### config.mk
export PLATFORM = sky130hd
export DESIGN_NAME = pss_top
export DESIGN_NICKNAME = d
export VERILOG_FILES = /design/src/rtl/pss_pkg.sv /design/src/rtl/pss_bit_timer.sv /design/src/rtl/pss_lfsr.sv /design/src/rtl/pss_code_map.sv /design/src/rtl/pss_top.sv
export SDC_FILE = /design/constraint.sdc
export NUM_CORES = 1
export LEC_CHECK = 0
export ABC_AREA = 0
export BUFFER_PORTS_ARGS = -buffer_cell sky130_fd_sc_hd__buf_4
export CAP_MARGIN = 10
export CORE_UTILIZATION = 35
export CTS_BUF_LIST = sky130_fd_sc_hd__clkbuf_2 sky130_fd_sc_hd__clkbuf_4 sky130_fd_sc_hd__clkbuf_8
export DETAILED_ROUTE_END_ITERATION = 8
export PLACE_DENSITY = 0.65
export SLEW_MARGIN = 20
export SYNTH_ARGS = -nofsm -noshare
export SYNTH_HDL_FRONTEND = slang
export SYNTH_SLANG_ARGS = --single-unit
### constraint.sdc
create_clock -name clk -period 3.15 [get_ports clk]
set_input_delay 0.315 -clock clk [delete_from_list [all_inputs] [get_ports clk]]
set_output_delay 0.315 -clock clk [all_outputs]
set_load 0.1 [all_outputs]
### src/rtl/pss_pkg.sv
// Shared constants and helpers for the bit-period spread sequencer.
// Assumes a 7-bit register, for which every listed trinomial is primitive.
package pss_pkg;
    localparam int LFSR_W = 7;
    localparam int SEL_W  = 2;

    // Feedback mask for each sequence-select code (Galois right shift).
    function automatic logic [LFSR_W-1:0] fb_mask(input logic [SEL_W-1:0] sel);
        case (sel)
            2'd0:    fb_mask = 7'h60;
            2'd1:    fb_mask = 7'h48;
            2'd2:    fb_mask = 7'h44;
            default: fb_mask = 7'h41;
        endcase
    endfunction
endpackage

### src/rtl/pss_bit_timer.sv
// Counts bit-clock strobes and flags the one that closes each bit.
// Assumes bclk_tick is a single-cycle strobe; TICKS_PER_BIT >= 2.
module pss_bit_timer #(
    parameter int TICKS_PER_BIT = 3
) (
    input  logic clk,
    input  logic rst_n,
    input  logic bclk_tick,
    output logic bit_edge
);
    localparam int CW = $clog2(TICKS_PER_BIT);
    localparam logic [CW-1:0] LAST = CW'(TICKS_PER_BIT - 1);

    logic [CW-1:0] cnt_q;

    // Boundary is the last tick of the current bit.
    always_comb bit_edge = bclk_tick && (cnt_q == LAST);

    // Tick counter, wraps at each boundary.
    always_ff @(posedge clk) begin
        if (!rst_n)          cnt_q <= '0;
        else if (bit_edge)   cnt_q <= '0;
        else if (bclk_tick)  cnt_q <= cnt_q + 1'b1;
    end
endmodule

### src/rtl/pss_lfsr.sv
// Galois pseudo-random register with selectable feedback mask.
// Advances only on adv; nxt shows the value it takes at that edge.
module pss_lfsr
    import pss_pkg::*;
#(
    parameter logic [LFSR_W-1:0] SEED = 7'h5A
) (
    input  logic              clk,
    input  logic              rst_n,
    input  logic              adv,
    input  logic [SEL_W-1:0]  sel,
    output logic [LFSR_W-1:0] state,
    output logic [LFSR_W-1:0] nxt
);
    // One Galois step with the mask chosen by sel.
    always_comb begin
        nxt = state >> 1;
        if (state[0]) nxt = nxt ^ fb_mask(sel);
    end

    // State register, seeded nonzero.
    always_ff @(posedge clk) begin
        if (!rst_n)   state <= SEED;
        else if (adv) state <= nxt;
    end
endmodule

### src/rtl/pss_code_map.sv
// Turns a random step into the step index and a scaled signed DAC code.
// Loads only on load; holds the centre code while disabled.
module pss_code_map #(
    parameter int STEP_W = 6,
    parameter int DEV_W  = 2
) (
    input  logic                     clk,
    input  logic                     rst_n,
    input  logic                     load,
    input  logic                     en,
    input  logic [DEV_W-1:0]         dev,
    input  logic [STEP_W-1:0]        rnd,
    output logic [STEP_W-1:0]        idx,
    output logic signed [STEP_W-1:0] code
);
    localparam logic [STEP_W-1:0] CENTER = STEP_W'(1) << (STEP_W - 1);

    logic signed [STEP_W-1:0] off;
    logic signed [STEP_W-1:0] scaled;

    // Centre-relative offset, scaled down by the deviation code.
    always_comb begin
        off    = $signed(rnd ^ CENTER);
        scaled = off >>> dev;
    end

    // Output registers, updated once per bit.
    always_ff @(posedge clk) begin
        if (!rst_n) begin
            idx  <= CENTER;
            code <= '0;
        end else if (load) begin
            idx  <= en ? rnd : CENTER;
            code <= en ? scaled : '0;
        end
    end
endmodule

### src/rtl/pss_top.sv
// Bit-period spread sequencer for one channel: a new pseudo-random
// period step at each bit boundary (every TICKS_PER_BIT strobes).
// Config inputs are sampled only at the boundary edge.
module pss_top
    import pss_pkg::*;
#(
    parameter int TICKS_PER_BIT = 3,
    parameter int STEP_W        = 6,
    parameter logic [LFSR_W-1:0] SEED = 7'h5A
) (
    input  logic              clk,
    input  logic              rst_n,
    input  logic              spread_en,
    input  logic [1:0]        dev_sel,
    input  logic [1:0]        seq_sel,
    input  logic              bclk_tick,
    output logic [STEP_W-1:0] step_idx,
    output logic [STEP_W-1:0] dac_code
);
    logic                     bit_edge;
    logic [LFSR_W-1:0]        lfsr_q;
    logic [LFSR_W-1:0]        lfsr_d;
    logic signed [STEP_W-1:0] code_s;

    pss_bit_timer #(.TICKS_PER_BIT(TICKS_PER_BIT)) u_timer (
        .clk(clk), .rst_n(rst_n), .bclk_tick(bclk_tick), .bit_edge(bit_edge)
    );

    pss_lfsr #(.SEED(SEED)) u_lfsr (
        .clk(clk), .rst_n(rst_n), .adv(bit_edge), .sel(seq_sel),
        .state(lfsr_q), .nxt(lfsr_d)
    );

    pss_code_map #(.STEP_W(STEP_W), .DEV_W(2)) u_map (
        .clk(clk), .rst_n(rst_n), .load(bit_edge), .en(spread_en),
        .dev(dev_sel), .rnd(lfsr_d[STEP_W-1:0]), .idx(step_idx), .code(code_s)
    );

    // Present the signed code on a plain port.
    always_comb dac_code = code_s;
endmodule

==> results of run 1 <==
layout make-up:
cell class,instances,area [um^2],share of cell area (%)
Sequential cell,21,420,35.9
Inverter,4,15.0,1.28
Timing Repair Buffer,19,143,12.2
Multi-Input combinational cell,78,526,44.9
Clock buffer,3,22.5,1.93
Tap cell,31,38.8,3.32
Clock inverter,1,5.00,0.428
routing by layer:
metal  vias up  GRT usage, %
li1        423             -
met1       396          19.0
met2        26          22.7
met3         0          5.39
met4         0          1.79
met5         -             0
sequential cells by signal, summed over array words and instances, names as in the netlist:
signal / cells
u_lfsr.state: 7
u_map.code: 6
u_map.idx: 6
u_timer.cnt_q: 2
synthesized netlist by cell type, drive strengths merged, types with 3 or more instances:
master	n
clkbuf	4
inv	4
and2	4
nor2	4
o211ai	3
xor2	3
nand3	5
o211a	3
o21ai	8
buf	3
dfxtp	21
nand2	21
critical path, delay by kind of cell, from the launching register on:
kind	cells	cell delay, ns
adder cells (fa/ha/maj)	1	0.19
flip-flops	1	0.36
AO/OA/AOI/OAI	1	0.25
AND/OR/NAND/NOR	3	0.75
buffers and inverters	1	0.05
kinds of logic (layout without fill, tap and decap cells):
kind of cell / Yosys count / count (layout)
XOR/XNOR: 5 / 5
adder cells (fa/ha/maj): 1 / 1
multiplexers: 3 / 3
flip-flops: 21 / 21
AO/OA/AOI/OAI: 24 / 24
buffers and inverters: 11 / 27
AND/OR/NAND/NOR: 45 / 45
power groups by stage:
stage | Clock, mW | Combinational [mW] | Sequential (mW)
6_report | 0.131 | 0.0881 | 0.286
4_1_cts | 0.135 | 0.0888 | 0.286
3_5_place_dp | 0 | 0.0884 | 0.292
2_1_floorplan | 0 | 0.0484 | 0.308
3_3_place_gp | 0 | 0.0866 | 0.291
5_1_grt | 0.149 | 0.0971 | 0.287
through the flow:
step | area [um^2] | hold slack, ns | utilization [%]
5_1_grt | 1170 | 0.204 | 42.8
3_5_place_dp | 1140 | 0.440 | 41.8
4_1_cts | 1170 | 0.217 | 42.8
2_1_floorplan | 1000 | 0.410 | -
3_3_place_gp | 1140 | 0.439 | 41.8
6_report | 1170 | 0.221 | 42.8
path summary, 6_finish.rpt:
check / endpoint / slack (ns) / depth (start not counted) / startpoint
worst max-delay path: u_map.code[3] / 1.45 / 6 / u_timer.cnt_q[0]
worst min-delay path: u_timer.cnt_q[1] / 0.22 / 2 / bclk_tick
worst max register to register: u_map.code[3] / 1.45 / 6 / u_timer.cnt_q[0]
worst min register to register: u_map.code[5] / 0.45 / 2 / u_map.code[5]
==> results.cfg, run 1 <==
[status]
status = finished clean

[clocking]
post_cts.repair.setup_buffers = 0
cts-buffers-inserted = 3
cts-hold-fix-buffers = 0
cts_max_path_buffers = 2
htreeDepth = 1
cts_resized = 0
clock-sinks = 21
clkTransAtPathRegs_ns = 0.12
cts_tree = yes
cts_root_buf = clkbuf_4
clk_latency_ns = 0.30

[global_routing]
gr-usage-all-layers_pct = 14.3
gr-total-overflow = 0
first_global_vias = 772
antenna_found_initial = 0
grt_pass1_wl_um = 3530
grt_max_degree = 14

[power_and_ir_drop]
ir_drop_mv = 0.285
switchingPower_mw = 0.150
power_mw = 0.505
p_per_area_nw_per_um2 = 432
clockPowerShare_pct = 25.9
pwr-share-comb_pct = 17.4
cellInternalPower_mw = 0.355
swShare_pct = 29.7
power_leakage_nw = 0.513
sequentialPowerShare_pct = 56.6

[placement]
dp.cells = 153
dp_worst_setup_slack_ns = 1.46
port-buffer-count = 19
gp_congestion = 0.773
hpwl_um = 1550

[final_layout]
fill_cells = 269
final_layout_size_suffix_gt1_share_pct = 22.2
final_cell_mix = nand2_1 (21), dfxtp_1 (21), buf_4 (19), o21ai_0 (7)
n_antenna_cell = 0
area_delta_synth_final_pct = 17.0
fin_cells = 157
nets = 136

[logic_synthesis]
synth_compound_area_share_pct = 17.5
synthMuxAreaShare_pct = 4.26
dominantRegCellSynth = dfxtp_1
synthAdderAreaFrac_pct = 1.25
synth-edff-count = 0
synth_top_family_by_area = simple AND/OR/NAND/NOR gates
syn_area_um2 = 1000
synth_nets = 119
yosys.area.top_type = dfxtp_1
syn_avg_cell_area_um2 = 9.09
synth_top_cell_area_share_pct = 42.1
ys_types = 38
synth_xor_area_share_pct = 4.38
synthSimpleGateAreaFrac_pct = 25.2
synth_seq_area_share_pct = 42.1
yosys_warnings = 0
synthesis.instances = 110
synthTopCellsByArea = dfxtp_1 (42%), nand2_1 (7.9%), o21ai_0 (3.5%), o211a_1 (3.0%), xor2_1 (2.6%)
ys_ff_latch = 21
async_flop_share_pct = 0

[timing]
worstMarginPinSlew_ns = 0.482
period_needed_ns = 1.70
hold_viol = 0
fin_ws_ns = 1.45
rsz0062_at_grt = no
setup_violations = 0
skew_ns = 0.00137
slew_viol_final = 0
fmax_ghz = 0.587
tns_ns = 0
period_share_pct = 54.1
slew_headroom_pct = 67.7

[critical_path]
crit_slowest_cell = dfxtp_1
cp_max_fo = 10
crit_path_max_incr_delay_ns = 0.36
critPathMostFrequentCell = and3_1
critPathCaptureType = flop
start_kind = flop
crit_arrival_ns = 1.91
worstPathRequired_ns = 3.36
critPathKind = reg2reg
path_cells = inv_1 > ha_1 > and2_1 > and3_1 > and3_1 > a211o_1

[detailed_routing]
wl_met1_um = 983
ant_nets = 0
drt_pass1_iterations = 4
wl_met3_um = 114
drcViolationCount = 0
dr_wl_met2_um = 983
drt_iter0_drc = 16
routed_wl_um = 2080
num_vias = 845
routed_via_density = 5.38
highest_layer = met3
avgRoutedWirePerCell_um = 13.3

[floorplan]
core_area_um2 = 2730
die_x_um = 55.4
start_util_pct = 36.6
pin_count = 20
row_count = 19
die_y_um = 55.4
die_area_um2 = 3070

[job]
maxCapViolCount = 0

[hold_path]
holdCritPathClass = in2reg
(Power assumes the default switching activity.)
==> inputs of run 2 (changes only) <==
- PLACE_DENSITY: 0.65 -> 0.67
- clock period: 3.15 -> 1.5 ns (I/O delays scaled with it)
==> results.cfg, run 2 (synthesized netlist as in run 1, its figures left out) <==
[status]
status = finished clean

[final_layout]
nets = 139
largest_reg_flops = 7
n_antenna_cell = 0
final_layout_size_suffix_gt1_share_pct = 28.7
fin_cells = 160
top_register = u_lfsr.state
area_delta_synth_final_pct = 21.3
layout_commonest_cell = buf_4
fill_cells = 260
final_cell_mix = buf_4 (22), nand2_1 (21), dfxtp_1 (19), o21ai_0 (7)
largestRegisters = u_lfsr.state (7), u_map.code (6), u_map.idx (6)
postLayoutCoreUtil_pct = 44.3

[detailed_routing]
num_vias = 860
drcViolationCount = 0
drt_iter0_drc = 15
drt_pass1_iterations = 4
routed_wl_um = 2080
routed_via_density = 5.38
ant_nets = 0
avgRoutedWirePerCell_um = 13.0

[placement]
hpwl_um = 1620
port-buffer-count = 19
dp.cells = 156
gp_congestion = 0.872

[critical_path]
crit_slowest_cell = dfxtp_2
cp_max_fo = 5
start_kind = flop
crit_path_max_incr_delay_ns = 0.35
endpoint = u_map.code[3]
critPathCaptureType = flop
crit_arrival_ns = 1.63
rr_endpoint = u_map.code[3]
reg2reg_depth = 6
rr_startpoint = u_timer.cnt_q[0]
critPathKind = reg2reg
worstPathRequired_ns = 1.69
r2r_slack_ns = 0.07
crit_path_start = u_timer.cnt_q[0]
path_cells = inv_1 > ha_1 > and2_4 > and3_4 > and3_1 > a211o_1

[clocking]
clk_latency_ns = 0.30
clkTransAtPathRegs_ns = 0.11
htreeDepth = 1
cts_max_path_buffers = 2
cts_root_buf = clkbuf_4
cts_resized = 0
post_cts.repair.setup_buffers = 0
cts-hold-fix-buffers = 0
clock-sinks = 21
cts-buffers-inserted = 3
cts_tree = yes

[floorplan]
die_x_um = 55.4
row_count = 19
die_area_um2 = 3070
start_util_pct = 36.6
pin_count = 20
core_area_um2 = 2730
die_y_um = 55.4

[timing]
hold_viol = 0
fmax_ghz = 0.699
slew_headroom_pct = 70.4
skew_ns = 0.00449
period_needed_ns = 1.43
slew_viol_final = 0
rsz0062_at_grt = no
worstMarginPinSlew_ns = 0.441
tns_ns = 0
setup_violations = 0
hold-worst-slack_ns = 0.0606
period_share_pct = 95.4

[power_and_ir_drop]
power_leakage_nw = 0.529
power_mw = 1.07
ir_drop_mv = 0.793
p_per_area_nw_per_um2 = 886

[global_routing]
grt_pass1_wl_um = 3430
grt_max_degree = 14
gr-total-overflow = 0
antenna_found_initial = 0
first_global_vias = 779
gr-usage-all-layers_pct = 14.0

[hold_path]
hold_start = bclk_tick
holdCritPathClass = in2reg

[job]
maxCapViolCount = 0
## run 2: where the power goes
part | internal, mW | total (mW) | switching, mW | leakage, nW
combinational | 0.0715 | 0.195 | 0.123 | 0.339
clock | 0.122 | 0.278 | 0.157 | 0.0184
sequential | 0.582 | 0.600 | 0.0187 | 0.171
## run 2: cell type report
cell class              instances  area [um^2]  share of cell area [%]
multi-input cells              78          541                    44.6
flip-flops and latches         21          423                    34.9
repair buffers                 22          165                    13.6
well taps                      31         38.8                    3.20
clock buffers                   4         30.0                    2.48
inverters                       4         15.0                    1.24
## run 2: worst min-delay path by stage
stage	cells past startpoint	slack, ns	end
after detailed placement	2	0.38	u_timer.cnt_q[1]
after global placement	2	0.37	u_timer.cnt_q[1]
after global routing	2	0.04	u_timer.cnt_q[1]
final	2	0.06	u_timer.cnt_q[1]
after CTS	2	0.05	u_timer.cnt_q[1]
after floorplan	1	0.24	u_timer.cnt_q[1]
## run 2: stage by stage
step                      area, um^2  worst slack [ns]
after floorplan                 1010            0.0131
after global placement          1170            0.0693
after detailed placement        1170            0.0387
after CTS                       1200            0.0127
after global routing            1210           0.00105
final                           1210            0.0691
## run 2: critical path, delay by kind of cell (launching register included)
kind / cells / cell delay, ns
AND/OR/NAND/NOR: 3 / 0.49
buffers and inverters: 1 / 0.04
flip-flops: 1 / 0.35
AO/OA/AOI/OAI: 1 / 0.25
adder cells (fa/ha/maj): 1 / 0.19
## run 2: metal layers
layer | global-route usage [%] | up-vias | routed length [um]
li1 | - | 432 | -
met1 | 17.9 | 403 | 1010
met2 | 23.1 | 23 | 946
met3 | 5.39 | 2 | 110
met4 | 1.79 | 0 | 10
met5 | 0 | - | 0
